`src/rtl/irq_router_pkg.sv`:
```
package irq_router_pkg;
  localparam int unsigned ROUTE_W       = 8;
  localparam int unsigned DIS_BIT       = 7;
  localparam logic [7:0]  ROUTE_KEEP    = 8'h8F;
  localparam logic [7:0]  ROUTE_AT_RST  = 8'h80;

  function automatic logic route_ok(input logic [7:0] val, input logic [15:0] allowed);
    return !val[DIS_BIT] && allowed[val[3:0]];
  endfunction
endpackage

```
`src/rtl/irq_route_reg.sv`:
```
module irq_route_reg
  import irq_router_pkg::*;
#(
  parameter int unsigned LINES   = 16,
  parameter logic [15:0] ALLOWED = 16'hDEF8
) (
  input  logic               clk,
  input  logic               rst,
  input  logic               wr_en,
  input  logic [7:0]         wdata,
  output logic [7:0]         cur_val,
  output logic [LINES-1:0]   nxt_onehot
);
  localparam int unsigned LINE_W = $clog2(LINES);

  logic [7:0] nxt_val;

  always_comb begin
    nxt_val = wr_en ? (wdata & ROUTE_KEEP) : cur_val;
    nxt_onehot = '0;
    if (route_ok(nxt_val, ALLOWED))
      nxt_onehot[nxt_val[LINE_W-1:0]] = 1'b1;
  end

  always_ff @(posedge clk) begin
    if (rst) cur_val <= ROUTE_AT_RST;
    else     cur_val <= nxt_val;
  end

  AST_WRITE_MASKED: assert property (@(posedge clk) disable iff (rst)
    wr_en |=> cur_val == ($past(wdata) & ROUTE_KEEP));
endmodule

```
`src/rtl/irq_share_count.sv`:
```
module irq_share_count #(
  parameter int unsigned CNT_W = 3
) (
  input  logic clk,
  input  logic rst,
  input  logic inc,
  input  logic dec,
  output logic nxt_active,
  output logic err_pulse
);
  localparam logic [CNT_W-1:0] CNT_MAX = {CNT_W{1'b1}};

  logic [CNT_W-1:0] cnt, cnt_nxt;

  always_comb begin
    cnt_nxt   = cnt;
    err_pulse = 1'b0;
    if (inc && !dec) begin
      if (cnt == CNT_MAX) err_pulse = 1'b1;
      else                cnt_nxt   = cnt + 1'b1;
    end else if (dec && !inc) begin
      if (cnt == '0) err_pulse = 1'b1;
      else           cnt_nxt   = cnt - 1'b1;
    end
    nxt_active = (cnt_nxt != '0);
  end

  always_ff @(posedge clk) begin
    if (rst) cnt <= '0;
    else     cnt <= cnt_nxt;
  end

  AST_CNT_INC: assert property (@(posedge clk) disable iff (rst)
    (inc && !dec && cnt != CNT_MAX) |=> cnt == $past(cnt) + 1'b1);
  AST_CNT_FLOOR: assert property (@(posedge clk) disable iff (rst)
    (dec && !inc && cnt == '0) |=> cnt == '0);
  AST_CNT_CEIL: assert property (@(posedge clk) disable iff (rst)
    (inc && !dec && cnt == CNT_MAX) |=> cnt == CNT_MAX);
endmodule

```
`src/rtl/irq_line_merge.sv`:
```
module irq_line_merge #(
  parameter int unsigned PINS  = 8,
  parameter int unsigned LINES = 16
) (
  input  logic                        clk,
  input  logic                        rst,
  input  logic [PINS-1:0][LINES-1:0]  route_oh,
  input  logic [PINS-1:0]             active,
  output logic [LINES-1:0]            level
);
  logic [LINES-1:0] level_nxt;

  always_comb begin
    level_nxt = '0;
    for (int p = 0; p < PINS; p++)
      if (active[p]) level_nxt = level_nxt | route_oh[p];
  end

  always_ff @(posedge clk) begin
    if (rst) level <= '0;
    else     level <= level_nxt;
  end

  AST_IDLE_QUIET: assert property (@(posedge clk) disable iff (rst)
    (active == '0) |=> level == '0);
endmodule

```
`src/rtl/irq_pin_router.sv`:
```
module irq_pin_router
  import irq_router_pkg::*;
#(
  parameter int unsigned NUM_PINS  = 8,
  parameter int unsigned NUM_LINES = 16,
  parameter int unsigned CNT_W     = 3,
  parameter logic [15:0] ALLOWED   = 16'hDEF8
) (
  input  logic                  clk,
  input  logic                  rst,
  input  logic                  reg_wr,
  input  logic [3:0]            reg_addr,
  input  logic [7:0]            reg_wdata,
  output logic [7:0]            reg_rdata,
  input  logic [NUM_PINS-1:0]   pin_assert,
  input  logic [NUM_PINS-1:0]   pin_deassert,
  output logic [NUM_LINES-1:0]  irq_level,
  output logic                  count_err
);
  localparam int unsigned ADDR_W = 4;

  logic [NUM_PINS-1:0][7:0]           cur_all;
  logic [NUM_PINS-1:0][NUM_LINES-1:0] route_oh;
  logic [NUM_PINS-1:0]                active_nxt;
  logic [NUM_PINS-1:0]                err_vec;
  logic                               addr_ok;

  assign addr_ok = (reg_addr != '0) && (reg_addr <= ADDR_W'(NUM_PINS));

  for (genvar p = 0; p < NUM_PINS; p++) begin : g_pin
    logic wr_sel;
    assign wr_sel = reg_wr && (reg_addr == ADDR_W'(p + 1));

    irq_route_reg #(.LINES(NUM_LINES), .ALLOWED(ALLOWED)) u_reg (
      .clk        (clk),
      .rst        (rst),
      .wr_en      (wr_sel),
      .wdata      (reg_wdata),
      .cur_val    (cur_all[p]),
      .nxt_onehot (route_oh[p])
    );

    irq_share_count #(.CNT_W(CNT_W)) u_cnt (
      .clk        (clk),
      .rst        (rst),
      .inc        (pin_assert[p]),
      .dec        (pin_deassert[p]),
      .nxt_active (active_nxt[p]),
      .err_pulse  (err_vec[p])
    );
  end

  irq_line_merge #(.PINS(NUM_PINS), .LINES(NUM_LINES)) u_merge (
    .clk      (clk),
    .rst      (rst),
    .route_oh (route_oh),
    .active   (active_nxt),
    .level    (irq_level)
  );

  always_ff @(posedge clk) begin
    if (rst) begin
      reg_rdata <= '0;
      count_err <= 1'b0;
    end else begin
      reg_rdata <= addr_ok ? cur_all[reg_addr - 1'b1] : 8'h00;
      count_err <= count_err | (|err_vec);
    end
  end

  AST_BAD_ADDR_NO_WRITE: assert property (@(posedge clk) disable iff (rst)
    (reg_wr && !addr_ok) |=> $stable(cur_all));
  AST_RESERVED_QUIET: assert property (@(posedge clk) disable iff (rst)
    (irq_level & ~ALLOWED) == '0);
  AST_ERR_STICKY: assert property (@(posedge clk) disable iff (rst)
    count_err |=> count_err);
endmodule

```
`config.mk`:
```
export PLATFORM = sky130hd
export DESIGN_NAME = irq_pin_router
export DESIGN_NICKNAME = d
export VERILOG_FILES = /design/src/rtl/irq_router_pkg.sv /design/src/rtl/irq_route_reg.sv /design/src/rtl/irq_share_count.sv /design/src/rtl/irq_line_merge.sv /design/src/rtl/irq_pin_router.sv
export SDC_FILE = /design/constraint.sdc
export NUM_CORES = 1
export LEC_CHECK = 0
export BUFFER_PORTS_ARGS = -buffer_cell sky130_fd_sc_hd__buf_2
export CORE_AREA = 10 10 111 163
export DETAILED_ROUTE_END_ITERATION = 8
export DIE_AREA = 0 0 121 173
export GPL_TIMING_DRIVEN = 0
export HOLD_SLACK_MARGIN = 0.12
export PLACE_DENSITY = 0.84
export SYNTH_ARGS = -nofsm -noshare
export SYNTH_HDL_FRONTEND = slang
export SYNTH_HIERARCHICAL = 1
export SYNTH_SLANG_ARGS = --single-unit
```
`constraint.sdc`:
```
create_clock -name clk -period 3.1 [get_ports clk]
set_clock_uncertainty 0.2 [all_clocks]
set_input_delay 0.775 -clock clk [delete_from_list [all_inputs] [get_ports clk]]
set_output_delay 0.775 -clock clk [all_outputs]
set_load 0.01 [all_outputs]
```
==> flow_summary_export.csv <==
group,metric,value,unit
routing,viasPerCell,6.35,
logic_synthesis,syn_area,8150,um2
power,power_density,385,nW/um2
logic_synthesis,synthSimpleGateAreaFrac,27.0,%
sta,timing.final.max_slew_violations,0,
logic_synthesis,yosysSeqAreaShare,21.9,%
setup_path,max_stage_delay,0.46,ns
sta,tightest_slew,0.805,ns
routing,drt-pass1-iter-count,7,
cells_and_area,utilization,62.4,%
logic_synthesis,synth-adder-area-share,4.45,%
setup_path,path_class,"primary input to register",
placement,post-dp-hpwl,16300,um
cells_and_area,layout_commonest_cell,"a22oi_1",
logic_synthesis,synth_top_flop_cell,"dfxtp_1",
sta,hold_violations,0,
logic_synthesis,syn_avg_cell_area,9.17,um2
cells_and_area,area_delta_synth_final,15.5,%
placement,portBuffers,50,
run_status,status,"finished, final reports clean",
clock_network,clockBufferDepth,2,
routing,drc,0,
cells_and_area,num-fill-cells,1283,
clock_network,cts_tree,"built",
logic_synthesis,synth_xor_area_share,0.968,%
logic_synthesis,yosysTopAreaCellShare,21.9,%
grt,grt_max_degree,71,
routing,via_count,7691,
grt,grt_first_pass_wirelength,35900,um
placement,gp_congestion,0.988,
sta,grt_setup_unrepaired,"true",
cells_and_area,nets,1067,
sta,fmax,324,MHz
logic_synthesis,synthDistinctLibCells,51,
power,clkPwrFrac,32.8,%
clock_network,cts-buffers-inserted,9,
cells_and_area,num_antenna_cells,0,
power,total_power,3.62,mW
power,combPwrFrac,32.2,%
setup_path,startpoint_type,"primary input",
setup_path,endpoint_kind,"register",
grt,antenna_found_initial,0,
sta,post-route-worst-setup-slack,0.0131,ns
logic_synthesis,synth_top_family_by_area,"simple AND/OR/NAND/NOR gates",
placement,postPlaceCellArea,8860,um2
logic_synthesis,synth_cells,888,
logic_synthesis,synth-edff-count,0,
sta,fin_crit_sh,99.6,%
cells_and_area,layout_common_cells,"a22oi_1 (121), dfxtp_1 (89), buf_4 (72), conb_1 (64), buf_2 (58)",
routing,first_iter_violations,659,
placement,dp_slack,-0.531,ns
power,leakage,3.45,nW
die,io_pins,56,
logic_synthesis,synth_warnings,6,
die,fp.dieH,173,um
clock_network,clock_sinks,89,
setup_path,slowest_stage,"or4b_1",
clock_network,cts_root_buffer,"clkbuf_16",
setup_path,cp_common_cell,"buf_6",
clock_network,htree_levels,3,
power,ir_drop,218,uV
setup_path,path_max_fanout,10,
worst_hold_path,hp-class,"register to register",
clock_network,postCtsHoldBufs,0,
logic_synthesis,async_flop_share,0,%
logic_synthesis,synthMuxAreaShare,8.68,%
sta,min_period,3.09,ns
sta,finalSetupViolations,0,
clock_network,clock_latency,0.35,ns
die,dieArea,20900,um2
logic_synthesis,synth_compound_area_share,24.7,%
routing,wl,22500,um
setup_path,crit_chain,"buf_2, buf_6, buf_12, inv_1, ha_2, nand2_2, nor3b_4, buf_6, or4b_1, a22oi_2, a22oi_1, a41oi_1",
routing,antenna_left,0,
grt,track_usage,20.7,%
cells_and_area,finalNonFillerCells,1211,
logic_synthesis,yosys.area.top_type,"dfxtp_1",
placement,dp_cells,1193,
grt,first_global_vias,7178,
power,p_int,2.48,mW
die,rows,55,
setup_path,cp.required,3.14,ns
logic_synthesis,ys_seq_elements,89,
setup_path,cp.arrival,3.13,ns
power,switching_power,1.14,mW
die,start_util,54.1,%
power,p_sw_share,31.5,%
die,fp.dieW,121,um
cells_and_area,design_area,9410,um2
cells_and_area,drive_above_1_share,26.2,%
grt,grt_overflow,0,
clock_network,clk_pin_slew,0.06,ns
logic_synthesis,synth.area.top_cells,"dfxtp_1 (22%), a22oi_1 (13%), buf_4 (6.7%)",
routing,routedWlPerCell,18.6,um
job,drv_cap,0,
power,p_seq_share,35.0,%
sta,slew_headroom,46.3,%
die,core_area,15100,um2
-- cell type report --
cell class	count	area (um2)	area share, %
buffer	104	853	9.07
clock buffer	12	246	2.62
clock inverter	4	76.3	0.811
inverter	34	128	1.36
multi-input combinational	717	5800	61.6
sequential	89	1780	18.9
tap	199	249	2.65
timing repair buffer	52	275	2.92
-- layer usage --
layer | vias to the layer above | GRT usage (%) | share of wire (%)
met5 | - | 0 | 0
met4 | 0 | 11.8 | 5.8
met3 | 97 | 3.59 | 7.4
met2 | 390 | 36.0 | 50
met1 | 3617 | 22.8 | 37
li1 | 3587 | - | -
-- flip-flops by register name, summed over array words and instances, names as in the netlist --
register	flops
g_pin.u_cnt/cnt	24
count_err	1
u_merge/level	16
reg_rdata	8
g_pin.u_reg/cur_val	40
-- path summary, 6_finish.rpt --
path	startpoint	slack (ns)	end	depth (start not counted)
setup / recovery	reg_addr[0]	0.01	u_merge/level[3]	12
hold / removal	g_pin[4].u_reg/cur_val[0]	0.37	g_pin[4].u_reg/cur_val[0]	2
setup reg to reg	g_pin[5].u_cnt/cnt[1]	0.23	u_merge/level[9]	10
hold reg to reg	g_pin[4].u_reg/cur_val[0]	0.37	g_pin[4].u_reg/cur_val[0]	2
-- power groups by stage --
| stage | clock (mW) | combinational (mW) | sequential (mW) |
|---|---|---|---|
| floorplan | 0 | 0.865 | 1.28 |
| global placement | 0 | 1.11 | 1.29 |
| detailed placement | 0 | 1.13 | 1.29 |
| CTS | 1.20 | 1.13 | 1.27 |
| global route | 1.25 | 1.28 | 1.28 |
| finish | 1.19 | 1.17 | 1.27 |
-- critical path, delay by kind of cell --
family                     cells  cell delay [ns]
AOI/OAI and AO/OA              3             0.61
and+or+nand+nor                3             0.84
adders and majority gates      1             0.21
buffers and inverters          5             0.69
-- cell usage after synthesis, types with 17 or more instances --
master / number
a22oi_1: 140
dfxtp_1: 89
buf_4: 73
nor2b_1: 48
nor2_1: 37
inv_1: 34
mux2i_1: 32
ha_1: 29
nand2_1: 28
nand3b_1: 24
or4b_1: 24
nand2b_1: 17
-- repair_timing --
action	CTS	global route
setup endpoints to repair	10	11
gates cloned	0	1
resized for setup	2	41
setup buffers	0	0
pin swaps	0	6
-- cell families after synthesis --
logic type	after synthesis
other	8
flip-flops	89
XOR/XNOR	9
buffers and inverters	138
adder cells (fa/ha/maj)	29
multiplexers	48
AND/OR/NAND/NOR	316
AO/OA/AOI/OAI	251
-- per-stage QoR --
stage | TNS, ns | hold slack [ns]
2_1_floorplan | 0 | 0.317
3_3_place_gp | -4.73 | 0.356
3_5_place_dp | -5.06 | 0.361
4_1_cts | 0 | 0.371
5_1_grt | -0.145 | 0.399
6_report | 0 | 0.374
Power figures use the tool's default switching activity.
